`src/rtl/arb_pkg.sv`:
```
package arb_pkg;

  // Next rotation position after index v, wrapping at n channels.
  function automatic int wrap_next(input int v, input int n);
    return (v >= n - 1) ? 0 : v + 1;
  endfunction

endpackage

```
`src/rtl/lvl_select.sv`:
```
module lvl_select #(
  parameter int NUM_CH = 6,
  parameter int PRIO_W = 2
) (
  input  logic [NUM_CH-1:0]        req,
  input  logic [NUM_CH*PRIO_W-1:0] prio,
  output logic                     any_req,
  output logic [PRIO_W-1:0]        top_lvl,
  output logic [NUM_CH-1:0]        cand
);
  always_comb begin
    top_lvl = '0;
    for (int i = 0; i < NUM_CH; i++) begin
      if (req[i] && (prio[PRIO_W*i +: PRIO_W] > top_lvl))
        top_lvl = prio[PRIO_W*i +: PRIO_W];
    end
    for (int i = 0; i < NUM_CH; i++)
      cand[i] = req[i] && (prio[PRIO_W*i +: PRIO_W] == top_lvl);
    any_req = |req;
  end
endmodule

```
`src/rtl/rr_pick.sv`:
```
module rr_pick #(
  parameter int NUM_CH = 6,
  localparam int IDX_W = (NUM_CH > 1) ? $clog2(NUM_CH) : 1
) (
  input  logic [NUM_CH-1:0] mask,
  input  logic [IDX_W-1:0]  ptr,
  output logic [IDX_W-1:0]  pick,
  output logic              hit
);
  always_comb begin
    pick = '0;
    hit  = 1'b0;
    for (int k = 0; k < NUM_CH; k++) begin
      int j;
      j = int'(ptr) + k;
      if (j >= NUM_CH) j = j - NUM_CH;
      if (!hit && mask[j]) begin
        hit  = 1'b1;
        pick = IDX_W'(j);
      end
    end
  end
endmodule

```
`src/rtl/rr_ptr_bank.sv`:
```
module rr_ptr_bank #(
  parameter int NUM_CH  = 6,
  parameter int NUM_LVL = 4,
  localparam int IDX_W  = (NUM_CH > 1) ? $clog2(NUM_CH) : 1,
  localparam int LVL_W  = (NUM_LVL > 1) ? $clog2(NUM_LVL) : 1
) (
  input  logic                     clk,
  input  logic                     rst,
  input  logic                     upd,
  input  logic [LVL_W-1:0]         upd_lvl,
  input  logic [IDX_W-1:0]         upd_idx,
  output logic [NUM_LVL*IDX_W-1:0] ptrs
);
  import arb_pkg::*;

  logic [IDX_W-1:0] nxt;
  assign nxt = IDX_W'(wrap_next(int'(upd_idx), NUM_CH));

  for (genvar l = 0; l < NUM_LVL; l++) begin : g_lvl
    logic [IDX_W-1:0] p_q;
    always_ff @(posedge clk) begin
      if (rst)
        p_q <= '0;
      else if (upd && (int'(upd_lvl) == l))
        p_q <= nxt;
    end
    assign ptrs[IDX_W*l +: IDX_W] = p_q;
  end
endmodule

```
`src/rtl/xfer_class_arbiter.sv`:
```
module xfer_class_arbiter #(
  parameter int NUM_CH = 6,
  parameter int PRIO_W = 2,
  localparam int IDX_W   = (NUM_CH > 1) ? $clog2(NUM_CH) : 1,
  localparam int NUM_LVL = 1 << PRIO_W
) (
  input  logic                     clk,
  input  logic                     rst,
  input  logic [NUM_CH-1:0]        req,
  input  logic [NUM_CH*PRIO_W-1:0] prio,
  input  logic                     word_done,
  output logic [NUM_CH-1:0]        grant,
  output logic [IDX_W-1:0]         grant_idx,
  output logic                     grant_valid,
  output logic [PRIO_W-1:0]        active_lvl
);
  logic                     any_req;
  logic [PRIO_W-1:0]        top_lvl;
  logic [NUM_CH-1:0]        cand;
  logic [NUM_LVL*IDX_W-1:0] ptrs;
  logic [IDX_W-1:0]         cur_ptr;
  logic [IDX_W-1:0]         pick;
  logic                     hit;
  logic                     arb_pt;
  logic                     take;

  lvl_select #(.NUM_CH(NUM_CH), .PRIO_W(PRIO_W)) u_lvl (
    .req(req), .prio(prio), .any_req(any_req), .top_lvl(top_lvl), .cand(cand)
  );

  assign cur_ptr = ptrs[IDX_W*top_lvl +: IDX_W];

  rr_pick #(.NUM_CH(NUM_CH)) u_pick (
    .mask(cand), .ptr(cur_ptr), .pick(pick), .hit(hit)
  );

  // Arbitrate when idle or when the current word ends.
  assign arb_pt = !grant_valid || word_done;
  assign take   = arb_pt && any_req && hit;

  rr_ptr_bank #(.NUM_CH(NUM_CH), .NUM_LVL(NUM_LVL)) u_ptrs (
    .clk(clk), .rst(rst), .upd(take), .upd_lvl(top_lvl),
    .upd_idx(pick), .ptrs(ptrs)
  );

  always_ff @(posedge clk) begin
    if (rst) begin
      grant       <= '0;
      grant_idx   <= '0;
      grant_valid <= 1'b0;
      active_lvl  <= '0;
    end else if (arb_pt) begin
      if (take) begin
        grant       <= NUM_CH'(1) << pick;
        grant_idx   <= pick;
        grant_valid <= 1'b1;
        active_lvl  <= top_lvl;
      end else begin
        grant       <= '0;
        grant_valid <= 1'b0;
        active_lvl  <= '0;
      end
    end
  end
endmodule

```
`config.mk`:
```
export PLATFORM = sky130hd
export DESIGN_NAME = xfer_class_arbiter
export DESIGN_NICKNAME = d
export VERILOG_FILES = /design/src/rtl/arb_pkg.sv /design/src/rtl/lvl_select.sv /design/src/rtl/rr_pick.sv /design/src/rtl/rr_ptr_bank.sv /design/src/rtl/xfer_class_arbiter.sv
export SDC_FILE = /design/constraint.sdc
export NUM_CORES = 1
export LEC_CHECK = 0
export BUFFER_PORTS_ARGS = -buffer_cell sky130_fd_sc_hd__buf_2
export CELL_PAD_IN_SITES_DETAIL_PLACEMENT = 0
export CELL_PAD_IN_SITES_GLOBAL_PLACEMENT = 1
export CORE_UTILIZATION = 45
export CTS_BUF_LIST = sky130_fd_sc_hd__clkbuf_4 sky130_fd_sc_hd__clkbuf_8
export CTS_CLUSTER_DIAMETER = 120
export DETAILED_ROUTE_END_ITERATION = 8
export GPL_TIMING_DRIVEN = 0
export HOLD_SLACK_MARGIN = 0.12
export PLACE_DENSITY = 0.81
export SLEW_MARGIN = 20
export SYNTH_ARGS = -nofsm -noshare
export SYNTH_HDL_FRONTEND = slang
export SYNTH_SLANG_ARGS = --single-unit
```
`constraint.sdc`:
```
create_clock -name clk -period 27.3 [get_ports clk]
set_input_delay 1.365 -clock clk [delete_from_list [all_inputs] [get_ports clk]]
set_output_delay 1.365 -clock clk [all_outputs]
set_load 0.01 [all_outputs]
```
==> summary.md, run 1 <==
| Metric | Value |
|---|---|
| Status | `completed` |
| Syn Nets | `between 400 and 500` |
| Yosys top cell by area | `dfxtp_1` |
| Resize count post-CTS | `0` |
| Synth area leaders | `dfxtp_1 (14%), ha_1 (8.5%), and3_1 (3.7%)` |
| Synth async-reset ratio | `0%` |
| GR Util met3 | `roughly 1.1%` |
| Post-synth cell types | `90` |
| VDD IR-drop max | `roughly 80 uV` |
| Filler instances | `around 760` |
| Setup TNS | `0 ns` |
| Max-cap violations | `0` |
| RR Endpoint | `u_ptrs.g_lvl[2].p_q[2]` |
| Synthesized instance count | `about 430` |
| Max clock buf depth | `2` |
| Post-CTS Setup Inserts | `0` |
| Main flop type after synthesis | `dfxtp_1` |
| Placed cells | `roughly 550` |
| R2R Setup Slk | `around 21 ns` |
| Top-area cell type share of the netlist area | `between 10 and 15%` |
| P per Cell Area | `129 nW/um2` |
| Critical Path End Type | `register` |
| First-pass GRT wire length | `15200 um` |
| Initial antenna violation count | `0` |
| Total gr overflow | `0` |
| Crit-path max FO | `10` |
| Drt pass-1 iters | `5` |
| Post-synth EDFFs | `0` |
| Proportion of layout cells with a drive suffix above 1 | `16.6%` |
| Fin crit period | `13.97 ns` |
| Total global-route track usage | `24.6%` |
| Required @ worst endpoint | `roughly 28 ns` |
| Via count | `3495` |
| Fmax | `~0.072 GHz` |
| Routed Wire Length | `9390 um` |
| Clock Root Buffer | `clkbuf_8` |
| Critical R2R Launch | `u_ptrs.g_lvl[0].p_q[0]` |
| Routed len/inst | `16.9 um` |
| Seq/Total Area, Yosys | `between 10% and 20%` |
| Crit path capture | `u_ptrs.g_lvl[2].p_q[2]` |
| CTS H-tree lvls | `1` |
| Static leakage power | `approximately 1.6 nW` |
| Critical path buffers and inverters | `7` |
| Power Total | `0.478 mW` |
| Met1 GRT Util | `around a third` |
| CP arrival | `14.18 ns` |
| Largest net degree at the start of global routing | `13` |
| Nets@finish | `504` |
| DR vias/cell | `between 6 and 7` |
| Skew final | `roughly 0.0019 ns` |
| Top post-synthesis cells by count | `nor2_1 (32), inv_1 (26), nand2_1 (25)` |
| Post-route DRC | `0` |
| Buffers on Ports | `29` |
| Worst setup startpoint | `req[0]` |
| Slew HR | `roughly two fifths` |
| Clock latency on the worst-skew pair | `approximately 0.26 ns` |
| RSZ-0062 raised after global routing | `no` |
| Max incr delay on CP | `0.56 ns` |
| Chip width | `88.7 um` |
| Clk sinks | `24` |
| IO Pins | `33` |
| HPWL after detailed placement | `~7400 um` |
| Die ar. | `approximately 7900 um2` |
| R2R depth | `25` |
| Yosys warnings | `0` |
| Number of synthesized register bits | `24` |
| Final setup fails | `0` |
| HP Class | `register to register` |
| Routability Congestion | `0.908` |
| Final worst slack | `between 10 and 15 ns` |
| Fin. max-slew vios | `0` |
| Hold WS | `0.451 ns` |
| Initial drt markers | `333` |
| N_diodes | `0` |
| Worst-Margin Slew | `around 0.88 ns` |
| Most common cell in the netlist | `nor2_1` |
| Area grow syn2layout | `9.18%` |
| Final period utilization | `51.2%` |
| Cts bufs inserted | `3` |
| Clock transition at path regs | `approximately 0.080 ns` |
| Final hold violations | `0` |
| Starting density of the core | `46.6%` |
| Core box area | `between 7000 and 8000 um2` |
| Pre-CTS setup slack | `about 13 ns` |
| CP Class | `input port to register` |
| Stages on worst setup path | `between 40 and 50` |
| Die extent in y | `between 80 and 90 um` |
| CP Launch Type | `input port` |
| Finished Layout Cells | `557` |
| CTS tree | `done` |
| Mean Syn Cell Area | `7.93 um2` |
| Mapped Area | `about 3400 um2` |
| # hold bufs at CTS | `0` |
| Vias in the first global route | `about 3100` |
| Antenna Nets Post-Route | `0` |
| Layer with the highest usage | `met2` |
| Critical path's top delay family | `compound AO/OA/AOI/OAI gates` |
| Met2 usage | `43.1%` |
| CP dominant cell by count | `ha_1` |
| Worst path slowest cell | `nor2_1` |
| FP Rows | `31` |
[registers in the layout, summed over array words and instances (netlist names)]
| register | cells |
|---|---|
| grant_valid | 1 |
| grant | 6 |
| grant_idx | 3 |
| active_lvl | 2 |
| u_ptrs.g_lvl.p_q | 12 |
[cells by family (layout without fill, tap and decap cells)]
kind of cell / after synthesis / count (layout) / synth area share, %
xor+xnor: 13 / 13 / 3.37
simple gates: 152 / 152 / 24.8
compound gates: 142 / 142 / 34.2
flops: 24 / 24 / 14.2
buf+inv: 48 / 80 / 6.18
fa+ha+maj: 25 / 25 / 9.11
mux: 22 / 22 / 8.18
[metrics by stage]
stage	area, um2	utilization [%]
detailed placement	3650	50.3
finish	3690	50.9
global route	3690	50.9
CTS	3690	50.9
floorplan	3380	-
global placement	3650	50.3
[power by group]
group | total [mW] | internal [mW] | switching, mW | leakage [nW]
combinational | 0.406 | 0.165 | 0.242 | 1.42
sequential | 0.0511 | 0.0450 | 0.00607 | 0.196
clock | 0.0205 | 0.00987 | 0.0106 | 0.0216
total | 0.478 | 0.220 | 0.258 | 1.64
[layer usage]
layer / vias up / routed length [um]
met3: 23 / 452
met2: 127 / 4360
met1: 1642 / 4360
met4: 0 / 210
met5: - / 0
li1: 1703 / -
[layout make-up]
| class | count | area, um2 | area share [%] |
|---|---|---|---|
| inverter | 30 | 116 | 3.15 |
| multi-input combinational | 354 | 2690 | 72.9 |
| buffer | 18 | 92.6 | 2.51 |
| tap | 99 | 124 | 3.36 |
| sequential | 24 | 480 | 13.0 |
| clock buffer | 3 | 41.3 | 1.12 |
| timing repair buffer | 29 | 145 | 3.93 |
[placed cells by master (no fill, tap or decap), types with 4 or more instances in the layout]
cell type / instances
a211o_1: 10
a21o_1: 8
a21oi_1: 22
a21oi_2: 4
a221oi_1: 4
a31oi_1: 5
and2_1: 7
and3_1: 20
buf_2: 34
clkbuf_1: 9
dfxtp_1: 24
ha_1: 23
inv_1: 26
mux2_1: 4
mux2i_1: 10
nand2_1: 25
nand3_1: 12
nor2_1: 32
nor2b_1: 7
nor3_1: 8
nor3b_1: 9
nor4_1: 5
o211a_1: 4
o211ai_1: 9
o21ai_0: 10
or2_2: 4
xnor2_1: 12
[worst reg2reg max path, delay by kind of cell, from the launching register on]
family          cells  cell delay (ns)
compound gates      9             2.33
fa+ha+maj           3             0.94
buf+inv             4             0.66
flops               1             0.33
mux                 2             0.46
simple gates        7             1.67
[how the worst min path moves through the flow]
stage,start,to,cells past startpoint
floorplan,active_lvl[1],active_lvl[1],2
global placement,grant[5],grant[5],2
detailed placement,active_lvl[1],active_lvl[1],2
CTS,active_lvl[1],active_lvl[1],2
global route,active_lvl[1],active_lvl[1],2
finish,active_lvl[1],active_lvl[1],2
(Power assumes the default switching activity.)
==> inputs of run 2 (changes only) <==
ABC_AREA = 1   (was unset)
CORE_UTILIZATION = 39   (was 45)
PLACE_DENSITY = 0.78   (was 0.81)
clock period = 12.35 ns   (was 27.3 ns; I/O delays follow)
==> run 2 against run 1 <==
  * Synthesized area shrank 11%
  * Global-route usage shrank 6.8 points
  * Clock skew grew 0.00098 ns
  * Synthesized cell count grew 7.3%
  * Via count shrank 19%
  * Critical path depth grew 11
  * Final area shrank 9.9%
  * Critical path type unchanged
  * Largest cell class unchanged
  * Highest routed layer unchanged
==> summary.md, run 2 <==
| Metric | Value |
|---|---|
| GR Util met3 | `between 2 and 2.5%` |
| Vias in the first global route | `2538` |
| Largest net degree at the start of global routing | `14` |
| Max-cap violations | `0` |
| Initial drt markers | `between 100 and 150` |
| Syn Nets | `about 500` |
| Top-area cell type share of the netlist area | `about 16%` |
| Buffers on Ports | `31` |
| CP Class | `input port to register` |
| IO Pins | `33` |
| Total gr overflow | `0` |
| Clock latency on the worst-skew pair | `approximately 0.27 ns` |
| Slew HR | `58.7%` |
| Regs by FF count | `u_ptrs.g_lvl.p_q x12, grant x6, grant_idx x3` |
| Die extent in y | `89.6 um` |
| Post-synth cell types | `34` |
| Max reg flops | `12` |
| Met1 GRT Util | `about 24%` |
| FP Rows | `31` |
| Chip width | `89.6 um` |
| CTS tree | `done` |
| Proportion of layout cells with a drive suffix above 1 | `a little over a quarter` |
| Required @ worst endpoint | `12.56 ns` |
| Met2 usage | `31.1%` |
| Crit-path max FO | `10` |
| CP dominant cell by count | `nand2_2` |
| DR vias/cell | `roughly 4.8` |
| Synth async-reset ratio | `0%` |
| # hold bufs at CTS | `0` |
| Most flops, register | `u_ptrs.g_lvl.p_q` |
| Status | `completed` |
| Max clock buf depth | `2` |
| Mapped Area | `between 2000 and 3000 um2` |
| HPWL after detailed placement | `between 5000 and 6000 um` |
| Layer with the highest usage | `met2` |
| Fmax | `about 0.12 GHz` |
| Synthesized instance count | `about 460` |
| RSZ-0062 raised after global routing | `no` |
| Initial antenna violation count | `0` |
| Core box area | `between 7000 and 8000 um2` |
| Starting density of the core | `between 40% and 50%` |
| Final period utilization | `68.2%` |
| Total global-route track usage | `between 10% and 20%` |
| Commonest non-fill, non-tap cell in the layout | `nand2_1` |
| Via count | `roughly 2800` |
| Nets@finish | `roughly 540` |
| Post-synth EDFFs | `0` |
| Yosys top cell by area | `dfxtp_1` |
| Post-route DRC | `0` |
| Post-CTS Setup Inserts | `0` |
| N_diodes | `0` |
| Top post-synthesis cells by count | `nand2_1 (126), inv_1 (59), nand3_1 (42)` |
| Die ar. | `8030 um2` |
| Area grow syn2layout | `11.2%` |
| Critical Path End Type | `register` |
| Skew final | `approximately 0.0029 ns` |
| Resize count post-CTS | `0` |
| Final setup fails | `0` |
| Drt pass-1 iters | `4` |
| Setup TNS | `0 ns` |
| Clk sinks | `24` |
| First-pass GRT wire length | `11400 um` |
| Final worst slack | `3.93 ns` |
| CP Launch Type | `input port` |
| Routed len/inst | `roughly 11 um` |
| CTS H-tree lvls | `1` |
| Pre-CTS setup slack | `3.63 ns` |
| Clock transition at path regs | `around 0.08 ns` |
| Fin crit period | `approximately 8.4 ns` |
| Routed Wire Length | `around 6700 um` |
| Max incr delay on CP | `0.33 ns` |
| Number of synthesized register bits | `24` |
| Antenna Nets Post-Route | `0` |
| Main flop type after synthesis | `dfxtp_1` |
| Yosys warnings | `0` |
| Worst-Margin Slew | `a little over 0.6 ns` |
| HP Class | `register to register` |
| Final hold violations | `0` |
| Filler instances | `767` |
| Multi-input gate area | `approximately 2200 um2` |
| Worst path slowest cell | `ha_1` |
| FF/Latch Area | `480 um2` |
| Post-layout util | `a little under half` |
| Fin. max-slew vios | `0` |
| Seq/Total Area, Yosys | `between 15 and 20%` |
| Most common cell in the netlist | `nand2_1` |
| Mean Syn Cell Area | `6.55 um2` |
| Synth area leaders | `dfxtp_1 (16%), nand2_1 (16%), ha_1 (9.6%)` |
| Routability Congestion | `0.836` |
| Most frequent cells in the layout | `nand2_1 (126), inv_1 (59), nand3_1 (42), nand2_2 (32), buf_2 (32)` |
| CP arrival | `approximately 8.6 ns` |
| Clock Root Buffer | `clkbuf_8` |
| Cts bufs inserted | `3` |
-- run 2: final cells by class --
type | count | area share [%]
multi-input cells | 357 | 66.0
flip-flops and latches | 24 | 14.4
inverters | 70 | 7.90
repair buffers | 31 | 4.67
well taps | 99 | 3.72
clock buffers | 4 | 1.66
plain buffers | 6 | 1.62
-- run 2: worst paths after layout --
check / from / to / slack [ns] / depth (start not counted)
max: prio[0] / u_ptrs.g_lvl[1].p_q[2] / 3.93 / 60
min reg2reg: grant[4] / grant[4] / 0.47 / 2
max reg2reg: u_ptrs.g_lvl[0].p_q[2] / u_ptrs.g_lvl[1].p_q[2] / 8.71 / 26
min: grant[4] / grant[4] / 0.47 / 2
-- run 2: cell families (layout without fill, tap and decap cells) --
| family | count (synthesis) | count (layout) | synth area share, % |
|---|---|---|---|
| adder cells (fa/ha/maj) | 23 | 23 | 9.62 |
| AND/OR/NAND/NOR | 270 | 270 | 51.3 |
| buffers and inverters | 76 | 111 | 10.6 |
| flip-flops | 24 | 24 | 16.1 |
| AO/OA/AOI/OAI | 63 | 63 | 11.9 |
| XOR/XNOR | 1 | 1 | 0.544 |
-- run 2: worst max-delay path: cells and delay by family --
family / cells / cell delay [ns]
compound gates: 7 / 1.45
fa+ha+maj: 8 / 2.07
buf+inv: 9 / 0.91
simple gates: 36 / 3.57
-- run 2: metrics by stage --
step | cells | instance area, um2 | hold slack [ns]
6_report | 591 | 3330 | 0.465
5_1_grt | 591 | 3330 | 0.485
4_1_cts | 591 | 3330 | 0.469
3_5_place_dp | 587 | 3270 | 0.456
3_3_place_gp | 587 | 3270 | 0.453
2_1_floorplan | 457 | 2990 | 0.490
-- run 2: routing by layer --
layer | routed length [um] | up-vias
met3 | 173 | 2
met4 | 15 | 0
met5 | 0 | -
li1 | - | 1533
met1 | 3400 | 1243
met2 | 3090 | 39
Power of run 2 is not shown: default switching activity piles up to over one toggle a cycle in this logic, so the estimate is an artifact.
==> inputs of run 3 (changes only) <==
CORE_UTILIZATION = 44   (was 39)
PLACE_DENSITY = 0.84   (was 0.78)
clock period = 7.8 ns   (was 12.35 ns; I/O delays follow)
==> run 3 against run 2 <==
  * The flow now finishes with violations (design-rule violations)
  * Cell count is 2.4% higher
  * Wire length is 17% higher
  * Hold slack hardly changed
  * Critical path depth is 2 higher
  * Count of clock-buffer cells in the layout stayed put
  * Utilization is 17 points higher
  * Flip-flop and latch count stayed put
  * Final area is 21% higher
  * Register-to-register slack worse by 4.3 ns
  * Global-route usage is 2.1 points higher
  * Highest routed layer unchanged
==> summary.md, run 3 (synthesized netlist as in run 2, its figures left out) <==
| Metric | Value |
|---|---|
| Worst-Margin Slew | `about 0.64 ns` |
| Total gr overflow | `0` |
| Required @ worst endpoint | `8.00 ns` |
| Regs by FF count | `u_ptrs.g_lvl.p_q x12, grant x6, grant_idx x3` |
| Hold WS | `about 0.46 ns` |
| Critical Path End Type | `register` |
| Fin. max-slew vios | `0` |
| Initial drt markers | `about 140` |
| CTS tree | `done` |
| Most flops, register | `u_ptrs.g_lvl.p_q` |
| N_diodes | `0` |
| Proportion of layout cells with a drive suffix above 1 | `43.0%` |
| Final setup fails | `0` |
| Max clock buf depth | `2` |
| Worst setup startpoint | `prio[0]` |
| HP Class | `register to register` |
| Commonest non-fill, non-tap cell in the layout | `nand2_1` |
| Area grow syn2layout | `34.0%` |
| Failing checks | `design-rule violations` |
| Routability Congestion | `around 0.85` |
| CTS H-tree lvls | `1` |
| IO Pins | `33` |
| Max incr delay on CP | `roughly 0.27 ns` |
| Final hold violations | `0` |
| HPWL after detailed placement | `about 5500 um` |
| # hold bufs at CTS | `0` |
| Antenna Nets Post-Route | `0` |
| Largest net degree at the start of global routing | `14` |
| First-pass GRT wire length | `11900 um` |
| Worst path slowest cell | `ha_1` |
| Clock latency on the worst-skew pair | `about 0.27 ns` |
| Fmax | `about 0.13 GHz` |
| Nets@finish | `between 500 and 600` |
| Buffers on Ports | `31` |
| Critical R2R Launch | `u_ptrs.g_lvl[0].p_q[2]` |
| Filler instances | `611` |
| Max reg flops | `12` |
| Total global-route track usage | `between 15 and 20%` |
| Crit path capture | `u_ptrs.g_lvl[1].p_q[2]` |
| FF/Latch Area | `about 480 um2` |
| Slew HR | `57.2%` |
| Cts bufs inserted | `3` |
| Initial antenna violation count | `0` |
| Final period utilization | `~96%` |
| CP arrival | `7.65 ns` |
| Clock Root Buffer | `clkbuf_8` |
| Starting density of the core | `around 46%` |
| Routed Wire Length | `7790 um` |
| Drt pass-1 iters | `7` |
| R2R depth | `26` |
| Crit-path max FO | `6` |
| Chip width | `between 80 and 90 um` |
| Clock transition at path regs | `about 0.08 ns` |
| Most frequent cells in the layout | `nand2_1 (109), inv_1 (51), nand2_2 (38), nand3_1 (36), buf_4 (35)` |
| Max-cap violations | `0` |
| Vias in the first global route | `around 2700` |
| DR vias/cell | `just over 5` |
| Via count | `~3100` |
| Placed instance area | `roughly 3200 um2` |
| Die extent in y | `approximately 84 um` |
| Skew final | `about 0.0053 ns` |
| FP Rows | `29` |
| Status | `finished with violations` |
| Multi-input gate area | `2570 um2` |
| Core box area | `roughly 6500 um2` |
| CP Class | `input port to register` |
| Post-route DRC | `2` |
| Fin crit period | `approximately 7.4 ns` |
| CP Launch Type | `input port` |
| RR Endpoint | `u_ptrs.g_lvl[1].p_q[2]` |
| Setup TNS | `0 ns` |
| R2R Setup Slk | `approximately 4.4 ns` |
| CP dominant cell by count | `nand2_2` |
| Die ar. | `between 7000 and 8000 um2` |
| Finished Cell Area | `between 4000 and 5000 um2` |
| Routed len/inst | `approximately 13 um` |
| Clk sinks | `24` |
-- run 3: final cells by class --
| cell class | instances | share of cell area (%) |
|---|---|---|
| sequential | 24 | 12.0 |
| inverter | 70 | 7.02 |
| multi-input combinational | 357 | 64.2 |
| clock buffer | 4 | 1.37 |
| timing repair inverter | 1 | 0.218 |
| timing repair buffer | 66 | 10.8 |
| tap | 77 | 2.40 |
| buffer | 6 | 1.97 |
-- run 3: worst min-delay path by stage --
stage	depth (start not counted)	from	endpoint	slack, ns
after global routing	2	grant[5]	grant[5]	0.48
after global placement	2	grant[4]	grant[4]	0.45
final	2	grant[3]	grant[3]	0.46
after floorplan	2	active_lvl[0]	active_lvl[0]	0.49
after detailed placement	2	grant[3]	grant[3]	0.46
after CTS	2	grant[3]	grant[3]	0.47
-- run 3: repair_timing --
action / in CTS / in global routing
setup endpoints to repair: 16 / 23
buffers inserted: 1 / 34
pin swaps: 1 / 45
resized for setup: 8 / 90
gates cloned: 0 / 1
-- run 3: worst max-delay path: cells and delay by family --
| family | cells | cell delay, ns |
|---|---|---|
| buffers and inverters | 9 | 0.67 |
| adder cells (fa/ha/maj) | 8 | 1.84 |
| AND/OR/NAND/NOR | 38 | 3.65 |
| AO/OA/AOI/OAI | 7 | 1.09 |
-- run 3: per-stage QoR --
step	util, %	worst slack [ns]	std cells
after floorplan	-	0.378	457
after global placement	50.2	-0.451	565
after detailed placement	50.2	-0.612	565
after CTS	51.5	0.0279	570
after global routing	62.1	-0.107	605
final	62.1	0.350	605
-- run 3: layer usage --
layer	track usage [%]	share of wire (%)	routed length, um	up-vias
met1	27.6	45	3490	1450
li1	-	-	-	1613
met3	2.46	4.3	335	2
met5	0	0	0	-
met4	1.39	0.19	15	0
met2	34.9	51	3950	80
Power of run 3 is left out for the same reason.
